===== src/rtl/subrate_pkg.sv =====
package subrate_pkg;

  typedef enum logic [1:0] {
    MODE_PASS = 2'b00,
    MODE_EXT  = 2'b01,
    MODE_INJ  = 2'b10,
    MODE_BOTH = 2'b11
  } sub_mode_e;

  typedef struct packed {
    sub_mode_e  mode;
    logic       wide;
    logic [2:0] start;
  } slot_cfg_t;

  typedef struct packed {
    logic [7:0] acc;
    logic [3:0] cnt;
    logic       done;
    logic [7:0] data;
  } pack_t;

  // two-bit field starting at 7 would run off the byte
  function automatic logic cfg_ok(slot_cfg_t c);
    return !(c.wide && (c.start == 3'd7));
  endfunction

  function automatic logic [7:0] field_mask(slot_cfg_t c);
    return c.wide ? (8'b0000_0011 << c.start) : (8'b0000_0001 << c.start);
  endfunction

  // {earlier, later}; single bit returned in [0]
  function automatic logic [1:0] field_get(logic [7:0] b, slot_cfg_t c);
    logic [7:0] sh;
    sh = b >> c.start;
    return c.wide ? sh[1:0] : {1'b0, sh[0]};
  endfunction

  function automatic logic [7:0] field_put(logic [7:0] b, slot_cfg_t c, logic [1:0] v);
    logic [7:0] m;
    logic [7:0] ins;
    m   = field_mask(c);
    ins = {6'b0, (c.wide ? v : {1'b0, v[0]})} << c.start;
    return (b & ~m) | (ins & m);
  endfunction

  // append 1 or 2 bits to a right-aligned accumulator of cnt bits
  function automatic pack_t pack_step(logic [7:0] acc, logic [3:0] cnt,
                                      logic [1:0] bits, logic two);
    pack_t      r;
    logic [9:0] t;
    logic [3:0] nc;
    t  = two ? {acc, bits} : {1'b0, acc, bits[0]};
    nc = cnt + (two ? 4'd2 : 4'd1);
    r  = '0;
    if (nc >= 4'd8) begin
      r.done = 1'b1;
      r.cnt  = nc - 4'd8;
      r.data = 8'(t >> r.cnt);
      r.acc  = 8'(t & ((10'd1 << r.cnt) - 10'd1));
    end else begin
      r.acc = t[7:0];
      r.cnt = nc;
    end
    return r;
  endfunction

endpackage


===== src/rtl/subrate_fifo.sv =====
module subrate_fifo #(
  parameter int WIDTH = 8,
  parameter int DEPTH = 16
) (
  input  logic             clk,
  input  logic             rst_n,
  input  logic             push,
  input  logic [WIDTH-1:0] wdata,
  input  logic             pop,
  output logic [WIDTH-1:0] head,
  output logic             empty,
  output logic             full
);
  localparam int AW = $clog2(DEPTH);

  logic [WIDTH-1:0] mem [DEPTH];
  logic [AW-1:0]    wr_ptr, rd_ptr;
  logic [AW:0]      count;
  logic             push_ok, pop_ok;

  assign empty   = (count == '0);
  assign full    = (count == (AW+1)'(DEPTH));
  assign push_ok = push && !full;
  assign pop_ok  = pop && !empty;
  assign head    = mem[rd_ptr];

  always_ff @(posedge clk) begin
    if (push_ok) mem[wr_ptr] <= wdata;
  end

  always_ff @(posedge clk) begin
    if (!rst_n) begin
      wr_ptr <= '0;
      rd_ptr <= '0;
      count  <= '0;
    end else begin
      if (push_ok) wr_ptr <= wr_ptr + 1'b1;
      if (pop_ok)  rd_ptr <= rd_ptr + 1'b1;
      count <= count + (AW+1)'(push_ok) - (AW+1)'(pop_ok);
    end
  end


  count_bound_chk: assert property (@(posedge clk) disable iff (!rst_n)
    count <= (AW+1)'(DEPTH));


  full_drop_chk: assert property (@(posedge clk) disable iff (!rst_n)
    (push && full && !pop) |=> (count == $past(count)));

endmodule


===== src/rtl/subrate_cmem.sv =====
module subrate_cmem #(
  parameter int SLOTS = 128,
  parameter int CW    = 6
) (
  input  logic                     clk,
  input  logic                     rst_n,
  input  logic                     we,
  input  logic [$clog2(SLOTS)-1:0] waddr,
  input  logic [CW-1:0]            wdata,
  input  logic [$clog2(SLOTS)-1:0] raddr,
  output logic [CW-1:0]            rdata
);
  logic [CW-1:0] mem [SLOTS];

  assign rdata = mem[raddr];

  always_ff @(posedge clk) begin
    if (!rst_n) begin
      for (int i = 0; i < SLOTS; i++) mem[i] <= '0;
    end else if (we) begin
      mem[waddr] <= wdata;
    end
  end
endmodule


===== src/rtl/subrate_timing.sv =====
module subrate_timing #(
  parameter int SLOTS = 128
) (
  input  logic                     clk,
  input  logic                     rst_n,
  input  logic                     frame_sync,
  output logic [$clog2(SLOTS)-1:0] slot_idx,
  output logic                     slot_end
);
  localparam int FRAME_BITS = SLOTS * 8;
  localparam int PW         = $clog2(FRAME_BITS);

  logic [PW-1:0] pos_q, cur_pos;

  always_comb begin
    if (frame_sync)                             cur_pos = '0;
    else if (pos_q == PW'(FRAME_BITS - 1))      cur_pos = '0;
    else                                        cur_pos = pos_q + 1'b1;
  end

  always_ff @(posedge clk) begin
    if (!rst_n) pos_q <= PW'(FRAME_BITS - 1);
    else        pos_q <= cur_pos;
  end

  assign slot_idx = cur_pos[PW-1:3];
  assign slot_end = (cur_pos[2:0] == 3'd7);


  slot_spacing_chk: assert property (@(posedge clk) disable iff (!rst_n)
    slot_end |=> !slot_end);

endmodule


===== src/rtl/subrate_unpacker.sv =====
module subrate_unpacker (
  input  logic       clk,
  input  logic       rst_n,
  input  logic       take,
  input  logic       two,
  input  logic [7:0] head,
  input  logic       head_valid,
  output logic [1:0] bits,
  output logic       pop,
  output logic       underrun
);
  logic [7:0]  cur;
  logic [3:0]  rem;
  logic [3:0]  need;
  logic        short_bits;
  logic [15:0] have, fill, win, after;

  always_comb begin
    need       = two ? 4'd2 : 4'd1;
    short_bits = (need > rem);
    have       = {cur, 8'h00} & ~(16'hFFFF >> rem);
    fill       = head_valid ? ({head, 8'h00} >> rem) : (16'hFFFF >> rem);
    win        = have | fill;
    after      = win << need;
    bits       = two ? win[15:14] : {1'b0, win[15]};
    pop        = take && short_bits && head_valid;
    underrun   = take && short_bits && !head_valid;
  end

  always_ff @(posedge clk) begin
    if (!rst_n) begin
      cur <= '0;
      rem <= '0;
    end else if (take) begin
      cur <= after[15:8];
      if (pop)             rem <= rem + 4'd8 - need;
      else if (short_bits) rem <= '0;
      else                 rem <= rem - need;
    end
  end


  rem_bound_chk: assert property (@(posedge clk) disable iff (!rst_n)
    rem <= 4'd8);


  underrun_empty_chk: assert property (@(posedge clk) disable iff (!rst_n)
    underrun |-> !pop);

endmodule


===== src/rtl/subrate_xi_switch.sv =====
module subrate_xi_switch
  import subrate_pkg::*;
#(
  parameter int SLOTS      = 128,
  parameter int FIFO_DEPTH = 16
) (
  input  logic                     clk,
  input  logic                     rst_n,
  input  logic                     frame_sync,
  input  logic                     ser_in,
  output logic                     ser_out,
  input  logic                     cfg_we,
  input  logic [$clog2(SLOTS)-1:0] cfg_slot,
  input  logic [5:0]               cfg_word,
  input  logic                     ext_rd,
  output logic [7:0]               ext_data,
  output logic                     ext_valid,
  output logic                     ext_ovf,
  input  logic                     inj_we,
  input  logic [7:0]               inj_data,
  output logic                     inj_full,
  output logic                     inj_udr
);
  localparam int SW = $clog2(SLOTS);

  logic [SW-1:0] slot_idx;
  logic          slot_end;
  logic [5:0]    cfg_raw;
  slot_cfg_t     cfg;
  logic [7:0]    in_sr, slot_byte, out_sr, out_byte;
  logic          do_ext, do_inj, act_ok;
  logic [7:0]    acc;
  logic [3:0]    cnt;
  pack_t         pk;
  logic          ext_push, ext_empty, ext_full;
  logic [7:0]    inj_head;
  logic          inj_empty, inj_pop, inj_short;
  logic [1:0]    xbits, ibits;

  subrate_timing #(.SLOTS(SLOTS)) u_timing (
    .clk(clk), .rst_n(rst_n), .frame_sync(frame_sync),
    .slot_idx(slot_idx), .slot_end(slot_end)
  );

  subrate_cmem #(.SLOTS(SLOTS), .CW(6)) u_cmem (
    .clk(clk), .rst_n(rst_n), .we(cfg_we), .waddr(cfg_slot), .wdata(cfg_word),
    .raddr(slot_idx), .rdata(cfg_raw)
  );

  assign cfg       = slot_cfg_t'(cfg_raw);
  assign slot_byte = {in_sr[6:0], ser_in};
  assign act_ok    = cfg_ok(cfg);
  assign do_ext    = slot_end && act_ok && cfg.mode[0];
  assign do_inj    = slot_end && act_ok && cfg.mode[1];
  assign xbits     = field_get(slot_byte, cfg);
  assign pk        = pack_step(acc, cnt, xbits, cfg.wide);
  assign ext_push  = do_ext && pk.done;

  subrate_unpacker u_unpack (
    .clk(clk), .rst_n(rst_n), .take(do_inj), .two(cfg.wide),
    .head(inj_head), .head_valid(!inj_empty),
    .bits(ibits), .pop(inj_pop), .underrun(inj_short)
  );

  assign out_byte = do_inj ? field_put(slot_byte, cfg, ibits) : slot_byte;

  always_ff @(posedge clk) begin
    if (!rst_n) begin
      in_sr  <= '0;
      out_sr <= '0;
      acc    <= '0;
      cnt    <= '0;
    end else begin
      in_sr  <= slot_byte;
      out_sr <= slot_end ? out_byte : {out_sr[6:0], 1'b0};
      if (do_ext) begin
        acc <= pk.acc;
        cnt <= pk.cnt;
      end
    end
  end

  assign ser_out = out_sr[7];

  subrate_fifo #(.WIDTH(8), .DEPTH(FIFO_DEPTH)) u_ext_fifo (
    .clk(clk), .rst_n(rst_n), .push(ext_push), .wdata(pk.data),
    .pop(ext_rd), .head(ext_data), .empty(ext_empty), .full(ext_full)
  );

  subrate_fifo #(.WIDTH(8), .DEPTH(FIFO_DEPTH)) u_inj_fifo (
    .clk(clk), .rst_n(rst_n), .push(inj_we), .wdata(inj_data),
    .pop(inj_pop), .head(inj_head), .empty(inj_empty), .full(inj_full)
  );

  assign ext_valid = !ext_empty;

  always_ff @(posedge clk) begin
    if (!rst_n) begin
      ext_ovf <= 1'b0;
      inj_udr <= 1'b0;
    end else begin
      ext_ovf <= ext_ovf | (ext_push & ext_full);
      inj_udr <= inj_udr | inj_short;
    end
  end


  ovf_sticky_chk: assert property (@(posedge clk) disable iff (!rst_n)
    ext_ovf |=> ext_ovf);


  udr_sticky_chk: assert property (@(posedge clk) disable iff (!rst_n)
    inj_udr |=> inj_udr);


  ext_push_slot_chk: assert property (@(posedge clk) disable iff (!rst_n)
    ext_push |-> slot_end);


  inj_pop_slot_chk: assert property (@(posedge clk) disable iff (!rst_n)
    inj_pop |-> slot_end);

endmodule


===== config.mk =====
export PLATFORM = sky130hd
export DESIGN_NAME = subrate_xi_switch
export DESIGN_NICKNAME = d
export VERILOG_FILES = /design/src/rtl/subrate_pkg.sv /design/src/rtl/subrate_fifo.sv /design/src/rtl/subrate_cmem.sv /design/src/rtl/subrate_timing.sv /design/src/rtl/subrate_unpacker.sv /design/src/rtl/subrate_xi_switch.sv
export SDC_FILE = /design/constraint.sdc
export NUM_CORES = 2
export LEC_CHECK = 0
export BUFFER_PORTS_ARGS = -buffer_cell sky130_fd_sc_hd__buf_2
export CELL_PAD_IN_SITES_DETAIL_PLACEMENT = 0
export CELL_PAD_IN_SITES_GLOBAL_PLACEMENT = 1
export CORE_ASPECT_RATIO = 1.5
export CORE_UTILIZATION = 40
export DETAILED_ROUTE_END_ITERATION = 16
export PLACE_DENSITY = 0.75
export SYNTH_ARGS = -nofsm -noshare
export SYNTH_HDL_FRONTEND = slang
export SYNTH_SLANG_ARGS = --single-unit

===== constraint.sdc =====
create_clock -name clk -period 7.17 [get_ports clk]
set_clock_uncertainty 0.1 [all_clocks]
set_input_delay 1.434 -clock clk [delete_from_list [all_inputs] [get_ports clk]]
set_output_delay 1.434 -clock clk [all_outputs]
set_load 0.01 [all_outputs]

### After elaboration in Yosys (flattened, before gate mapping)

Memories as Yosys holds them, arrays and structs flattened. A register that Yosys moved wholly into a read port is not among the register bits.
Cells that the tools add are included.

* memories kept: 3
* RAM bits: 1024
* word-level logic and storage cells: 112
* bits in registers: 77
* output and inout port bits: 13
* bits of input ports: 28

Memories
* u_cmem.mem: words 128, width 6, rd ports 1, clocked after memory_dff 0, wr ports 128, line subrate_cmem.sv:13 `logic [CW-1:0] mem [SLOTS];`
* u_ext_fifo.mem: words 16, width 8, rd ports 1, clocked after memory_dff 1, wr ports 1, line subrate_fifo.sv:16 `logic [WIDTH-1:0] mem [DEPTH];`
* u_inj_fifo.mem: words 16, width 8, rd ports 1, clocked after memory_dff 1, wr ports 1, line subrate_fifo.sv:16

* order comparisons: 2
* add/subtract/negate cells: 15
* bitwise operators: 11
* mux-type cells: 30
* shift operators: 9
* equality and inequality tests: 5
* reduce and logical (&&, ||, !) cells: 21

Operator list (number)
* two-way mux 10 bit: 3
* AND 8 bit: 3
* two-way mux 4 bit: 6
* two-way mux 8 bit: 3
* adder 4 x 1 -> 4 bit, second input constant: 4
* AND 16 bit: 1
* two-way mux 16 bit: 1
* NOT 16 bit: 1
* bitwise OR 16 bit: 1
* left shift 16 x 4 -> 16 bit: 1
* >> shifter 16 x 4 -> 16 bit: 1
* >> shifter 16 x 4 -> 16 bit, first input constant: 1
* logical AND 1 bit: 12
* two-way mux 12 bit: 1
* adder 10 x 1 -> 10 bit, second input constant: 1
* adder 5 x 1 -> 5 bit: 2
* == test 10 bit, second input constant: 1
* == test 5 bit, second input constant: 2
* logical NOT 5 bit: 2
* >> shifter 10 x 4 -> 8 bit: 1
* subtractor 5 x 1 -> 5 bit: 2
* two-way mux 1 bit: 9
* two-way mux 9 bit: 1
* two-way mux 2 bit: 4
* 22 further kinds: 29

### Depth between registers and ports, before layout

An unclocked memory read counts as a cell.

* word-level depth: 14
* depth in mapped cells: 30
* depth with buffers taken out: 24

### Hierarchy

A second synthesis with hierarchy kept.

* cells, all modules: 3401
* area, all modules: 51541.9 um2

By module, submodules not included
* subrate_cmem: area an instance 35765.6 um2, cells an instance 2300, instances 1, seq. area each 23062.1 um2
* subrate_fifo (u_ext_fifo): area an instance 5831.8 um2, cells an instance 306, instances 1, seq. area each 4184.0 um2
* subrate_fifo (u_inj_fifo): area an instance 5825.6 um2, cells an instance 309, instances 1, seq. area each 4184.0 um2
* subrate_xi_switch: area an instance 2214.6 um2, cells an instance 260, instances 1, seq. area each 580.6 um2
* subrate_unpacker: area an instance 1268.7 um2, cells an instance 151, instances 1, seq. area each 240.2 um2
* subrate_timing: area an instance 635.6 um2, cells an instance 75, instances 1, seq. area each 200.2 um2

### Worst setup path after synthesis

Ideal clock, no wire load.

* path kind: input -> register
* start: input port frame_sync
* end: register u_ext_fifo.count[4]
* buffers on the path: 6
* data arrival time: 6.592 ns
* setup time: 0.070 ns
* data required time: 7.000 ns
* stages: 27
* slack: 0.408 ns
* cells stage by stage: buf_2 -> inv_2 -> buf_6 -> o31a_1 -> o21ai_1 -> buf_2 -> nor2_1 -> a211o_1 -> or4_1 -> o311ai_1 -> o22a_1 -> buf_4 -> clkbuf_1 -> ha_1 -> a21o_1 -> nand2_1 -> xor2_1 -> nor2_1 -> o211ai_4 -> inv_2 -> buf_2 -> ha_1 -> fa_1 -> a21oi_1 -> nor2_1 -> or3_1 -> a21oi_1

* longest elaborated chain between the ends: 11
* elaborated cells between the ends (all ways): 16
* those cells by class: add/sub (3); order compare (1); eq/ne (2); mux (3); reduce/logical (6); memory (1)

RTL lines
* start, declared: line subrate_xi_switch.sv:9 `input logic frame_sync,`
* two-way mux 10 bit *: line subrate_timing.sv:16 `if (frame_sync) cur_pos = '0;`
* parallel branches: the longest is 6 deep, another holds memory (128 x 6 bit)
* logical AND 1 bit *: line subrate_xi_switch.sv:57 `assign ext_push = do_ext && pk.done;`
* logical AND 1 bit *: line subrate_fifo.sv:23 `assign push_ok = push && !full;`
* named net u_ext_fifo.push_ok: line subrate_fifo.sv:19 `logic push_ok, pop_ok;`
* adder 5 x 1 -> 5 bit *: line subrate_fifo.sv:39 `count <= count + (AW+1)'(push_ok) - (AW+1)'(pop_ok);`
* subtractor 5 x 1 -> 5 bit *: line subrate_fifo.sv:39
* end signal, assigned: line subrate_fifo.sv:39
* end, declared: line subrate_fifo.sv:18 `logic [AW:0] count;`

Mark *: on every way through the listed nets, which the timed path passes.
A chain may end at the register's enable or synchronous reset.

==> results.cfg <==
[route]
routed_wl_um = 163000
num_vias = 34700
drc_errors = 0
routedWlPerCell_um = 26.9
drt-pass1-iter-count = 6
via_per_inst = 5.74
ant_nets = 0
drtIter0Drc = 3377

[critical_path]
worstPathRequired_ns = 7.45
critPathMaxStageDelay_ns = 0.82
critPathLaunchType = flop
path_cells = ha_1, and3_1, buf_4, a21oi_1, o221ai_2, inv_1, o2111ai_1, nor3_1, nor4_1, buf_4, o22a_1, inv_2, buf_4, ha_1, inv_1, fa_1, nor2_1, nand3_1, o221ai_1, a211oi_1, a211oi_2
critPathTopFamily = compound AO/OA/AOI/OAI gates
cp.arrival_ns = 7.22
criticalPathCategory = flop to flop
crit_slowest_cell = o221ai_2
critPathCaptureType = flop
path_max_fanout = 16
worstRegToRegCells = 21
cpMostUsedCell = buf_4
worst-path-buf-inv = 6
path_depth = 21

[logic_synthesis]
ys_top_cells_by_area = edfxtp_1 (58%), and2_1 (8.8%), mux4_2 (5.0%)
yosys_warnings = 0
syn-cell-area_um2 = 52700
synth.top_cell.area_share = 0.584
syn-instance-count = 4236
synth.ff_latch_count = 1109
ys.flop_type = edfxtp_1
synth-seq-area-share = 0.616
yosysMostFrequentCell = edfxtp_1
syn_nets = 4300
synth_top_area_cell = edfxtp_1
synth_edf_count = 1024
synth_common_cells = edfxtp_1 (1,024), and2_1 (739), nand2_1 (459), nor2_1 (251), clkbuf_1 (206)
synth.distinct_cells = 109
avgSynthCellArea_um2 = 12.4
synthArstFlopShare = 0

[die]
die_h_um = 446
die-area_um2 = 133000
rows = 162
ios = 41
start_util = 0.404
core_area_um2 = 130000
die_x_um = 298

[clocking]
postCtsResizedCells = 0
numCtsBuffers = 104
cts.sinks = 1109
clock-root-buffer = clkbuf_16
h-tree-depth = 3
path_clk_slew_ns = 0.06
postCtsHoldBufs = 0
cts_tree = yes
cts_setup_buffers = 0
clk_latency_ns = 0.73
clock_path_buffers = 3

[sta]
relSlewSlack = 0.214
grt_setup_unrepaired = false
fin_crit_ns = 6.95
worstMarginPinSlew_ns = 1.17
finalMaxSlewViolations = 0
period_share = 0.969
timing.fmax_ghz = 0.144
whs_ns = 0.344
finalHoldViolations = 0
setup_tns_ns = 0
setup_viol = 0

[hold_path]
hold_depth = 2
min_path_type = flop to flop

[run_status]
outcome = complete, no violations

[layout]
drive_above_1_share = 0.135
area_growth_pct = 11.0
fin_area_um2 = 58400
diodes = 0
nFillCells = 11700
instances_no_fill = 6055
nets = 4309

[place]
port_buffers = 40
dp.cells = 5861
gp_congestion = 0.973
dpl.hpwl_um = 112000
placed_cell_area_um2 = 55000

[grt]
gr-total-overflow = 0
gr-usage-all-layers = 0.243
grt_max_degree = 78
grt_pass1_wl_um = 236000
antenna_found_initial = 1
grt_pass1_vias = 34600

[job]
maxCapViolCount = 0

[power]
p_leak_nw = 20.5
ir_drop_mv = 0.409
powerDensity_nw_per_um2 = 268
## per-layer routing
layer  global-route usage  wire (um)  vias up  share of wire
met5                    0          0        -              0
met4                0.159      11700        0          0.072
met3               0.0325       9860      453          0.060
met2                0.430      83600     1467           0.51
met1                0.272      57900    17300           0.36
li1                     -          -    15500              -
## layout by cell type (no fill, tap or decap), types with 41 or more instances in the layout
master and n:
a21oi_1 98, buf_4 183, dfxtp_1 83, nor2_1 249, clkbuf_16 106, and3_1 94, edfxtp_1 1024, and2_1 739
mux2i_1 125, a31oi_1 41, mux4_2 118, nand2_1 458, nand3_1 184, o21ai_0 183
## cell families (layout without fill, tap and decap cells)
| group | Yosys count | after routing | synth area share |
|---|---|---|---|
| XOR/XNOR | 29 | 29 | 0.00532 |
| adder cells (fa/ha/maj) | 36 | 36 | 0.00926 |
| multiplexers | 262 | 262 | 0.0787 |
| buffers and inverters | 362 | 459 | 0.0330 |
| flip-flops | 1109 | 1109 | 0.616 |
| AO/OA/AOI/OAI | 565 | 565 | 0.0719 |
| AND/OR/NAND/NOR | 1873 | 1873 | 0.186 |
## registers in the layout, indices dropped and copies added (netlist names), 5 cells and up, named ones only
name and count:
u_inj_fifo.mem 128, out_sr 8, u_timing.pos_q 10, u_inj_fifo.count 5, u_unpack.cur 8, u_cmem.mem 768
acc 8, u_ext_fifo.mem 128, in_sr 7, u_ext_fifo.count 5
## path summary, 6_finish.rpt
kind / from / to / slack (ns)
worst max-delay path: u_timing.pos_q[0]$_SDFF_PN1_ / u_ext_fifo.mem[15][0]$_DFFE_PP_ / 0.22
worst min register to register: out_sr[5]$_SDFF_PN0_ / out_sr[6]$_SDFF_PN0_ / 0.34
worst max register to register: u_timing.pos_q[0]$_SDFF_PN1_ / u_ext_fifo.mem[15][0]$_DFFE_PP_ / 0.22
worst min-delay path: out_sr[5]$_SDFF_PN0_ / out_sr[6]$_SDFF_PN0_ / 0.34
## worst min-delay path: cells and delay by family (launching register included)
family | cells | cell delay (ns)
AOI/OAI and AO/OA | 1 | 0.05
DFF | 1 | 0.30
and+or+nand+nor | 1 | 0.05
## area by class of cell
type,count,area [um^2],share of cell area
Clock inverter,71,683,0.0117
Multi-Input combinational cell,2765,18600,0.318
Tap cell,1722,2150,0.0369
Sequential cell,1109,32500,0.555
Inverter,40,150,0.00257
Clock buffer,123,2740,0.0468
Timing Repair Buffer,225,1690,0.0290
## report_power, final
group          leakage [nW]  internal (W)  switching, W
Combinational          8.32      0.000878       0.00164
Clock                  1.67       0.00316       0.00249
Sequential             10.5       0.00734      0.000153
## per-stage QoR
stage	utilization	worst slack, ns	power [W]
after CTS	0.448	0.405	0.0157
final	0.448	0.222	0.0157
after global routing	0.448	0.0424	0.0161
after detailed placement	0.422	-0.0288	0.0101
after floorplan	-	0.408	0.00917
after global placement	0.422	-0.0188	0.0101
Note: power is estimated with default switching activity, not from simulation.
